### src/rtl/pwr_mode_ctrl.sv
module pwr_mode_ctrl #(
  parameter int NIRQ = 8
) (
  input  logic            clk,
  input  logic            rst_n,
  input  logic            wr_en,
  input  logic            wr_idle,
  input  logic            wr_pdown,
  input  logic [NIRQ-1:0] irq_req,
  input  logic            wake_ext0,
  input  logic            wake_ext1,
  input  logic            wake_sec,
  input  logic            osc_stable,
  output logic            cpu_clk_en,
  output logic            periph_clk_en,
  output logic            osc_en,
  output logic [1:0]      mode
);
  localparam logic [1:0] M_RUN  = 2'b00;
  localparam logic [1:0] M_IDLE = 2'b01;
  localparam logic [1:0] M_PDN  = 2'b10;
  localparam logic [1:0] M_WARM = 2'b11;

  logic [1:0] st, nxt;
  logic       pd_wake, any_irq;

  assign pd_wake = wake_ext0 | wake_ext1 | wake_sec;
  assign any_irq = |irq_req;

  always_comb begin
    nxt = st;
    case (st)
      M_RUN:  if (wr_en && wr_pdown)     nxt = M_PDN;
              else if (wr_en && wr_idle) nxt = M_IDLE;
      M_IDLE: if (any_irq)               nxt = M_RUN;
      M_PDN:  if (pd_wake)               nxt = M_WARM;
      M_WARM: if (osc_stable)            nxt = M_RUN;
      default:                           nxt = M_RUN;
    endcase
  end

  always_ff @(posedge clk or negedge rst_n)
    if (!rst_n) st <= M_RUN;
    else        st <= nxt;

  assign cpu_clk_en    = (st == M_RUN);
  assign periph_clk_en = (st == M_RUN) || (st == M_IDLE);
  assign osc_en        = (st != M_PDN);
  assign mode          = st;
endmodule


### config.mk
export PLATFORM = sky130hd
export DESIGN_NAME = pwr_mode_ctrl
export DESIGN_NICKNAME = d
export VERILOG_FILES = /design/src/rtl/pwr_mode_ctrl.sv
export SDC_FILE = /design/constraint.sdc
export NUM_CORES = 1
export LEC_CHECK = 0
export BUFFER_PORTS_ARGS = -buffer_cell sky130_fd_sc_hd__buf_4
export CAP_MARGIN = 20
export CORE_AREA = 2 2 39 41
export DETAILED_ROUTE_END_ITERATION = 7
export DIE_AREA = 0 0 41 43
export SYNTH_ARGS = -nofsm -noshare
export SYNTH_HDL_FRONTEND = slang
export SYNTH_SLANG_ARGS = --single-unit
### constraint.sdc
create_clock -name clk -period 2.5 [get_ports clk]
set_clock_uncertainty 0.05 [all_clocks]
set_input_delay 0.5 -clock clk [delete_from_list [all_inputs] [get_ports clk]]
set_output_delay 0.5 -clock clk [all_outputs]
set_load 0.01 [all_outputs]
* Yosys cells after proc, flatten, opt, wreduce, memory -nomap -nowiden
Index checks and enable logic that the tools add are counted.
** Cells by class
- Equal/unequal tests :: 8
- Muxes and demuxes :: 6
- Bitwise operators :: 2
- Reductions and logical operators :: 6
** Operator list (count)
- two-way mux 2 bit :: 5
- inequality test 2 bit (second input constant) :: 4
- one-hot mux 2 bit (4 select lines) :: 1
- OR reduction 8 bit :: 1
- == test 2 bit (second input constant) :: 2
- AND reduction 4 bit :: 1
- inequality test 3 x 1 -> 1 bit (second input constant) :: 1
- == test 2 x 1 -> 1 bit (second input constant) :: 1
- logical AND 1 bit :: 2
- zero test 2 bit :: 1
- bitwise OR 1 bit :: 2
- logical OR 1 bit :: 1
** Storage, ports and cells
- Flip-flop bits (word level) :: 2

* Depth between registers and ports, before layout
Gate-level depths: netlist of the first run.
- Depth after elaboration :: 4
- Mapped depth :: 3
- Gate-level depth less buffers :: 3

* Worst setup path before layout of the first run
OpenSTA, ideal clock, no wires.
- Kind :: register to output
- Start :: register st[0], in the netlist mode[0]
- End :: output osc_en
- Data arrival time :: 665 ps
- Required time :: 1950 ps
- Slack :: 1285 ps
- Cell stages (with the launch flop) :: 2
- Buffers on the path :: 0
- Cells stage by stage :: dfrtp_1 nand2b_1
** On the way
- Longest elaborated chain between the ends :: 1
** RTL lines
- start: declaration :: line 24 : logic [1:0] st, nxt;
- start signal: assignment :: line 44 : else st <= nxt;
- inequality test 2 bit :: line 48 : assign osc_en = (st != M_PDN);
- end: declaration :: line 16 : output logic osc_en,
Every way passes these cells.

* Worst setup path after layout of the first run
Same ends and word-level chain as after synthesis.

==> impl_results.md, run 1 <==
* Synth area leader: dfrtp_1
* Critical path data arrival time at 0.98 ns
* Rel. slew slack at 0.841
* Pwr per Cell Area at 924 mW/mm^2
* Max-slew violations at 0
* Yosys reg bits at 2
* Via count at 212
* Clock sinks at 2
* Max Fclk at 652 MHz
* Port bufs at 21
* Status: complete, no violations
* Fin Hold WS at 0.00773 ns
* Via/cell ratio at 3.85
* Startpoint Class: flip-flop
* Worst vdd ir at 0.000146 V
* Synthesized cell area at 130 sq um
* CTS root buf: clkbuf_4
* Hold Path Class: input port to asynchronous set/reset pin
* Clock tree from TritonCTS: done
* Share of the synthesized area in the top cell type at 0.385
* Critical Path, Cell by Cell: nand2b_1, buf_4
* Crit share post-route at 0.613
* Crit-path max cell delay at 0.45 ns
* Num CTS Buffers at 3
* Leak Pwr at 0.168 nW
* Final worst slack at 0.966 ns
* Most common cell after layout, fill and taps aside: buf_4
* Largest register FFs at 2
* Routed len/inst at 9.84 microns
* Final Total Pwr at 0.305 mW
* Proportion of layout cells with a drive suffix above 1 at 0.641
* DRT Pass-1 Iters at 2
* Antenna cell count at 0
* Longest Clk Path Bufs at 2
* Syn. warnings at 0
* First-pass GRT wire length at 814 microns
* Placement Cell Area at 308 sq um
* Average size of a mapped cell at 8.68 sq um
* Core ar. at 0.00138 sq mm
* Fin area at 330 sq um
* Gp weighted congestion at 0.515
* Largest net degree at the start of global routing at 9
* DIE HEIGHT at 43 microns
* Worst slew pin tran at 0.237 ns
* Final wirelength at 541 microns
* Post-Syn Instances at 15
* Initial antenna violation count at 0
* Number of setup violations in the final report at 0
* Die Span X at 41 microns
* Number of distinct library cells after synthesis at 12
* Crit path kind: flip-flop to output port
* GRT Overall Usage at 0.0701
* DP HPWL at 476 microns
* Synth-to-layout area growth at 154%
* Final Hold Vio Count at 0
* Commonest cells after routing, fill and taps aside: buf_4, clkbuf_4, nor2_1, nor4_1, dfrtp_1
* Post-Synthesis Net Count at 32
* Grt ovf at 0
* Routed Antenna Nets at 0
* Cts repair resizes at 0
* Max FO, Critical Path at 8
* Synth top area cells: dfrtp_1, o41ai_2, nor4_1
* DRT iter0 DRCs at 1
* Die area at 0.00176 sq mm
* # hold bufs at CTS at 0
* Ports at 22
* Unrepaired setup endpoints after global routing: false
* WP data required at 1.95 ns
* Nets at 58
* Max Cap Viol at 0
* Starting Density at 0.0940
* Filler cells at 156
* Slowest stage cell, crit path: dfrtp_1
* Postcts setup bufs at 0
* Post-synthesis sequential area ratio at 0.385
* Dpl ws at 1.19 ns
* H-tree depth at 1
* Later-pin clock latency in the skew report at 0.22 ns
* Rows at 14
* # DRC at 0
* Setup TNS Final at 0 ns
* Minimum clock period after layout at 1.53 ns
* Crit. End Element: output port
* Clk slew on worst S/H paths at 0.03 ns
* Vias in the first global route at 238
Yosys cell counts, drive strengths merged:
cell and number:
a22oi 1, nor2 2, nand3 1, a31oi 1, o22ai 1, nand2 1
a21oi 1, nor4 2, inv 1, dfrtp 2, nand2b 1, o41ai 1
worst max-delay path: cells and delay by family, from the launching register on:
family	cells	cell delay (ns)
buffers and inverters	1	0.14
and+or+nand+nor	1	0.17
DFF	1	0.45
cell type report:
class	instances	area, sq um	area share
timing repair buffer	21	158	0.477
multi-input combinational	12	76.3	0.231
sequential	2	50.0	0.152
tap	16	20.0	0.0606
inverter	1	3.75	0.0114
clock buffer	3	22.5	0.0682
final timing paths:
| check | startpoint | endpoint | slack (ns) | cells past startpoint |
|---|---|---|---|---|
| setup / recovery | mode[0] | osc_en | 0.97 | 2 |
| hold / removal | rst_n | mode[1] | 0.008 | 1 |
| setup reg to reg | mode[0] | mode[0] | 1.38 | 2 |
| hold reg to reg | mode[1] | mode[0] | 0.55 | 1 |
| max in group asynchronous | rst_n | mode[0] | 2.30 | 1 |
| min in group clk | osc_stable | mode[1] | 0.44 | 2 |
layer usage:
metal / routed length, microns / track usage / vias up
met3: 64 / 0.0157 / 0
met1: 182 / 0.0511 / 94
li1: - / - / 107
met2: 294 / 0.131 / 11
met5: 0 / 0 / -
met4: 0 / 0.0600 / 0
report_power, final:
part / internal (mW) / switching [mW] / total [mW]
Combinational: 0.0920 / 0.0626 / 0.155
Clock: 0.0528 / 0.0162 / 0.0690
Sequential: 0.0494 / 0.0323 / 0.0818
kinds of logic after synthesis:
group	share of synthesized area
buffers and inverters	0.0288
DFF	0.385
and+or+nand+nor	0.269
AOI/OAI and AO/OA	0.317
through the flow:
step / utilization / cells
6_report: 0.239 / 55
3_5_place_dp: 0.222 / 52
4_1_cts: 0.239 / 55
3_3_place_gp: 0.222 / 52
5_1_grt: 0.239 / 55
2_1_floorplan: - / 15
Power figures use the tool's default switching activity.
==> run 2, diff against run 1 <==
--- a/config.mk
+++ b/config.mk
@@ -5,6 +5,7 @@
 export SDC_FILE = /design/constraint.sdc
 export NUM_CORES = 1
 export LEC_CHECK = 0
+export ABC_AREA = 1
 export BUFFER_PORTS_ARGS = -buffer_cell sky130_fd_sc_hd__buf_4
 export CAP_MARGIN = 20
 export CORE_AREA = 2 2 39 41
==> constraint.sdc (replaced) <==
create_clock -name clk -period 1.5 [get_ports clk]
set_clock_uncertainty 0.05 [all_clocks]
set_input_delay 0.3 -clock clk [delete_from_list [all_inputs] [get_ports clk]]
set_output_delay 0.3 -clock clk [all_outputs]
set_load 0.01 [all_outputs]
==> impl_results.md, run 2 <==
* Hold path startpoint: wr_pdown
* Setup TNS Final at 0 ns
* CTS root buf: clkbuf_4
* Largest net degree at the start of global routing at 8
* Most frequent cell after synthesis: nor2_1
* Ys flop type: dfrtp_1
* Startpoint Class: flip-flop
* Commonest cells after routing, fill and taps aside: buf_4, nor2_1, nand2_1
* Routed len/inst at 8.16 microns
* DRT iter0 DRCs at 1
* Die Span X at 41 microns
* Rows at 14
* Critical Path Start: mode[1]
* Crit. End Element: output port
* Crit path kind: flip-flop to output port
* Core ar. at 0.00138 sq mm
* Syn. warnings at 0
* Average size of a mapped cell at 6.14 sq um
* Synthesized cell area at 196 sq um
* Nets at 76
* Status: complete, no violations
* Num CTS Buffers at 3
* Fin Hold WS at 0.329 ns
* Later-pin clock latency in the skew report at 0.23 ns
* Via/cell ratio at 3.97
* R2r worst-path depth at 7
* Minimum clock period after layout at 1.38 ns
* Largest register FFs at 2
* Routed Antenna Nets at 0
* Synth top area cells: dfrtp_1, nor2_1, nand2_1
* Cts repair resizes at 0
* Max-slew violations at 0
* Critical path data arrival time at 1.03 ns
* Yosys reg bits at 2
* Proportion of layout cells with a drive suffix above 1 at 0.526
* Ports at 22
* DP HPWL at 488 microns
* Clk slew on worst S/H paths at 0.03 ns
* Grt ovf at 0
* Post-synthesis sequential area ratio at 0.255
* Post-Syn Instances at 32
* Worst slew pin tran at 0.228 ns
* H-tree depth at 1
* Share of the synthesized area in the top cell type at 0.255
* Hold Path Sink: mode[0]
* Unrepaired setup endpoints after global routing: false
* Via count at 290
* Final Hold Vio Count at 0
* DRT Pass-1 Iters at 4
* Port bufs at 21
* # DRC at 0
* Clock tree from TritonCTS: done
* Synth area leader: dfrtp_1
* Post-Synthesis Net Count at 49
* Leak Pwr at 0.221 nW
* Post-synth ARST share at 1.00
* End of the worst register-to-register path: mode[0]
* Most common cell after layout, fill and taps aside: buf_4
* Number of setup violations in the final report at 0
* Initial antenna violation count at 0
* Cells on Worst Hold Path at 4
* GRT Overall Usage at 0.0862
* Pwr per Cell Area at 1330 mW/mm^2
* DIE HEIGHT at 43 microns
* WP data required at 1.15 ns
* Final wirelength at 596 microns
* Starting Density at 0.142
* Longest Clk Path Bufs at 2
* Hold Path Class: input port to flip-flop
* R2R Setup Slk at 0.35 ns
* Origin of the critical flop-to-flop path: mode[0]
* Crit share post-route at 0.918
* Max Cap Viol at 0
* Vias in the first global route at 272
* Synth-to-layout area growth at 107%
* Gp weighted congestion at 0.669
* Clock sinks at 2
* Synth top cells by count: nor2_1, nand2_1
* Fin util at 0.294
* Die area at 0.00176 sq mm
* Antenna cell count at 0
* Max FO, Critical Path at 5
* Number of distinct library cells after synthesis at 13
* Max Fclk at 726 MHz
* Post-synth EDFFs at 0
* Filler cells at 157
* First-pass GRT wire length at 972 microns
* Worst vdd ir at 0.000342 V
* Rel. slew slack at 0.848
## run 2: routing by layer
metal / GRT usage / vias up / part of all wire
met3: 0.0314 / 0 / 0.11
li1: - / 154 / -
met4: 0.100 / 0 / 0
met5: 0 / - / 0
met1: 0.0958 / 119 / 0.43
met2: 0.109 / 17 / 0.46
## run 2: worst max-delay path by stage
stage                    to  cells past startpoint
floorplan           mode[0]                      6
global placement     osc_en                      4
detailed placement  mode[0]                      7
CTS                  osc_en                      4
global route         osc_en                      4
finish               osc_en                      4
## run 2: final cells by class
type | instances | area, sq um | area share
tap | 16 | 20.0 | 0.0492
sequential | 2 | 50.0 | 0.123
clock buffer | 3 | 22.5 | 0.0554
timing repair buffer | 22 | 168 | 0.412
inverter | 4 | 15.0 | 0.0369
multi-input combinational | 26 | 131 | 0.323
## run 2: critical path, stage by stage, from the launching register on
cell and delay [ns]:
dfrtp_1 0.42, inv_2 0.07, nor2_1 0.12, inv_1 0.05, buf_4 0.13
## run 2: timing repair
action / in CTS / in global routing
hold buffers: 1 / 0
buffers inserted: 0 / 0
hold endpoints to repair: 2 / 0
## run 2: kinds of logic after synthesis
logic type,share of synthesized area
DFF,0.255
and+or+nand+nor,0.573
AOI/OAI and AO/OA,0.0956
buffers and inverters,0.0765
## run 2: power by group
group	switching (mW)	leakage, nW	total [mW]	internal (mW)
sequential	0.0417	0.0251	0.120	0.0786
clock	0.0367	0.0138	0.125	0.0888
combinational	0.139	0.182	0.297	0.157
total	0.218	0.221	0.542	0.325
## run 2: metrics by stage
stage | setup slack, ns | cells | instance area (sq um) | power (mW)
final | 0.122 | 73 | 407 | 0.542
after global routing | 0.0609 | 73 | 407 | 0.591
after CTS | 0.103 | 73 | 407 | 0.559
after detailed placement | 0.340 | 69 | 374 | 0.420
after global placement | 0.351 | 69 | 374 | 0.421
after floorplan | 0.296 | 32 | 196 | 0.274
==> run 3, diff against run 2 <==
--- a/config.mk
+++ b/config.mk
@@ -11,6 +11,7 @@
 export CORE_AREA = 2 2 39 41
 export DETAILED_ROUTE_END_ITERATION = 7
 export DIE_AREA = 0 0 41 43
+export GPL_TIMING_DRIVEN = 0
 export SYNTH_ARGS = -nofsm -noshare
 export SYNTH_HDL_FRONTEND = slang
 export SYNTH_SLANG_ARGS = --single-unit
==> impl_results.md, run 3 (synthesis results as in run 2) <==
* Status: complete, no violations
* Cts repair resizes at 0
* Clock tree from TritonCTS: done
* Antenna cell count at 0
* Cells on Worst Hold Path at 4
* Worst slew pin tran at 0.233 ns
* Max-slew violations at 0
* Die Span X at 41 microns
* Fin Hold WS at 0.341 ns
* Max Fclk at 722 MHz
* Unrepaired setup endpoints after global routing: false
* Most common cell after layout, fill and taps aside: buf_4
* DR WL met2 at 306 microns
* Nets at 76
* Leak Pwr at 0.221 nW
* Hold Path Sink: mode[0]
* Final Hold Vio Count at 0
* # hold bufs at CTS at 1
* Worst vdd ir at 0.000329 V
* Final Total Pwr at 0.537 mW
* Port bufs at 21
* Hold path startpoint: wr_pdown
* R2r worst-path depth at 7
* DRT Pass-1 Iters at 2
* Proportion of layout cells with a drive suffix above 1 at 0.526
* Starting Density at 0.142
* Num CTS Buffers at 3
* Crit path kind: flip-flop to output port
* R2R Setup Slk at 0.36 ns
* Crit-path max cell delay at 0.42 ns
* Gp weighted congestion at 0.656
* Hold Path Class: input port to flip-flop
* Max Cap Viol at 0
* End of the worst register-to-register path: mode[0]
* Largest net degree at the start of global routing at 8
* # DRC at 0
* Ports at 22
* Setup TNS Final at 0 ns
* Vias in the first global route at 271
* Clk slew on worst S/H paths at 0.03 ns
* Postcts setup bufs at 0
* DRT iter0 DRCs at 4
* Rel. slew slack at 0.845
* Dpl ws at 0.347 ns
* Metal-1 WL at 219 microns
* Final wirelength at 591 microns
* Die area at 0.00176 sq mm
* Via/cell ratio at 4.01
* Rows at 14
* Critical path data arrival time at 1.03 ns
* Initial antenna violation count at 0
* Startpoint Class: flip-flop
* H-tree depth at 1
* Crit-path leading delay family: flip-flops
* Clock sinks at 2
* Grt ovf at 0
* WP data required at 1.15 ns
* Longest Clk Path Bufs at 2
* First-pass GRT wire length at 931 microns
* Routed Antenna Nets at 0
* Final worst slack at 0.116 ns
* Synth-to-layout area growth at 107%
* Filler cells at 162
* Number of setup violations in the final report at 0
* Largest register FFs at 2
* Buf/Inv on CP at 3
* Later-pin clock latency in the skew report at 0.22 ns
* GRT Overall Usage at 0.0842
* Minimum clock period after layout at 1.38 ns
* Met3 routed WL at 65 microns
* DP HPWL at 488 microns
* Origin of the critical flop-to-flop path: mode[1]
* Critical Path, Cell by Cell: inv_2, nor2_1, inv_1, buf_4
* Top routing layer in use: met3
* CTS root buf: clkbuf_4
* DIE HEIGHT at 43 microns
* Commonest cells after routing, fill and taps aside: buf_4, nor2_1, nand2_1
* Slowest stage cell, crit path: dfrtp_1
* Max FO, Critical Path at 5
* Crit. End Element: output port
* Pwr per Cell Area at 1320 mW/mm^2
* WP depth at 4
* Routed len/inst at 8.10 microns
* Critical Path Start: mode[1]
* Core ar. at 0.00138 sq mm
* Via count at 293
* Crit share post-route at 0.923
[run 3: cell counts in the layout (fill, tap and decap cells not counted)]
No cell type changed its count.
[run 3: worst max-delay path by stage]
stage / end / slack, ns
global route: osc_en / 0.06
floorplan: mode[0] / 0.30
global placement: osc_en / 0.34
finish: osc_en / 0.12
CTS: osc_en / 0.1
detailed placement: osc_en / 0.35
[run 3: power by group]
part	total (mW)	switching [mW]	internal (mW)	leakage, nW
sequential	0.122	0.0430	0.0786	0.0251
combinational	0.296	0.139	0.157	0.182
clock	0.120	0.0317	0.0884	0.0138
total	0.537	0.213	0.324	0.221
[run 3: per-layer routing]
layer | global-route usage | vias up
li1 | - | 154
met1 | 0.0863 | 124
met2 | 0.119 | 15
met3 | 0.00524 | 0
met4 | 0.120 | 0
met5 | 0 | -
[run 3: worst reg2reg max path: cells and delay by family (launching register included)]
kind	cells	cell delay, ns
flip-flops	1	0.42
buffers and inverters	1	0.08
AND/OR/NAND/NOR	6	0.47
[run 3: area by class of cell]
cell class                 count  area (sq um)  share of cell area
clock buffer                   3          22.5              0.0554
multi-input combinational     26           131               0.323
sequential                     2          50.0               0.123
timing repair buffer          22           168               0.412
inverter                       4          15.0              0.0369
tap                           16          20.0              0.0492
[run 3: stage by stage]
step,area (sq um),cells,utilization
after floorplan,196,32,-
after global placement,374,69,0.270
after detailed placement,374,69,0.270
after CTS,407,73,0.294
after global routing,407,73,0.294
final,407,73,0.294
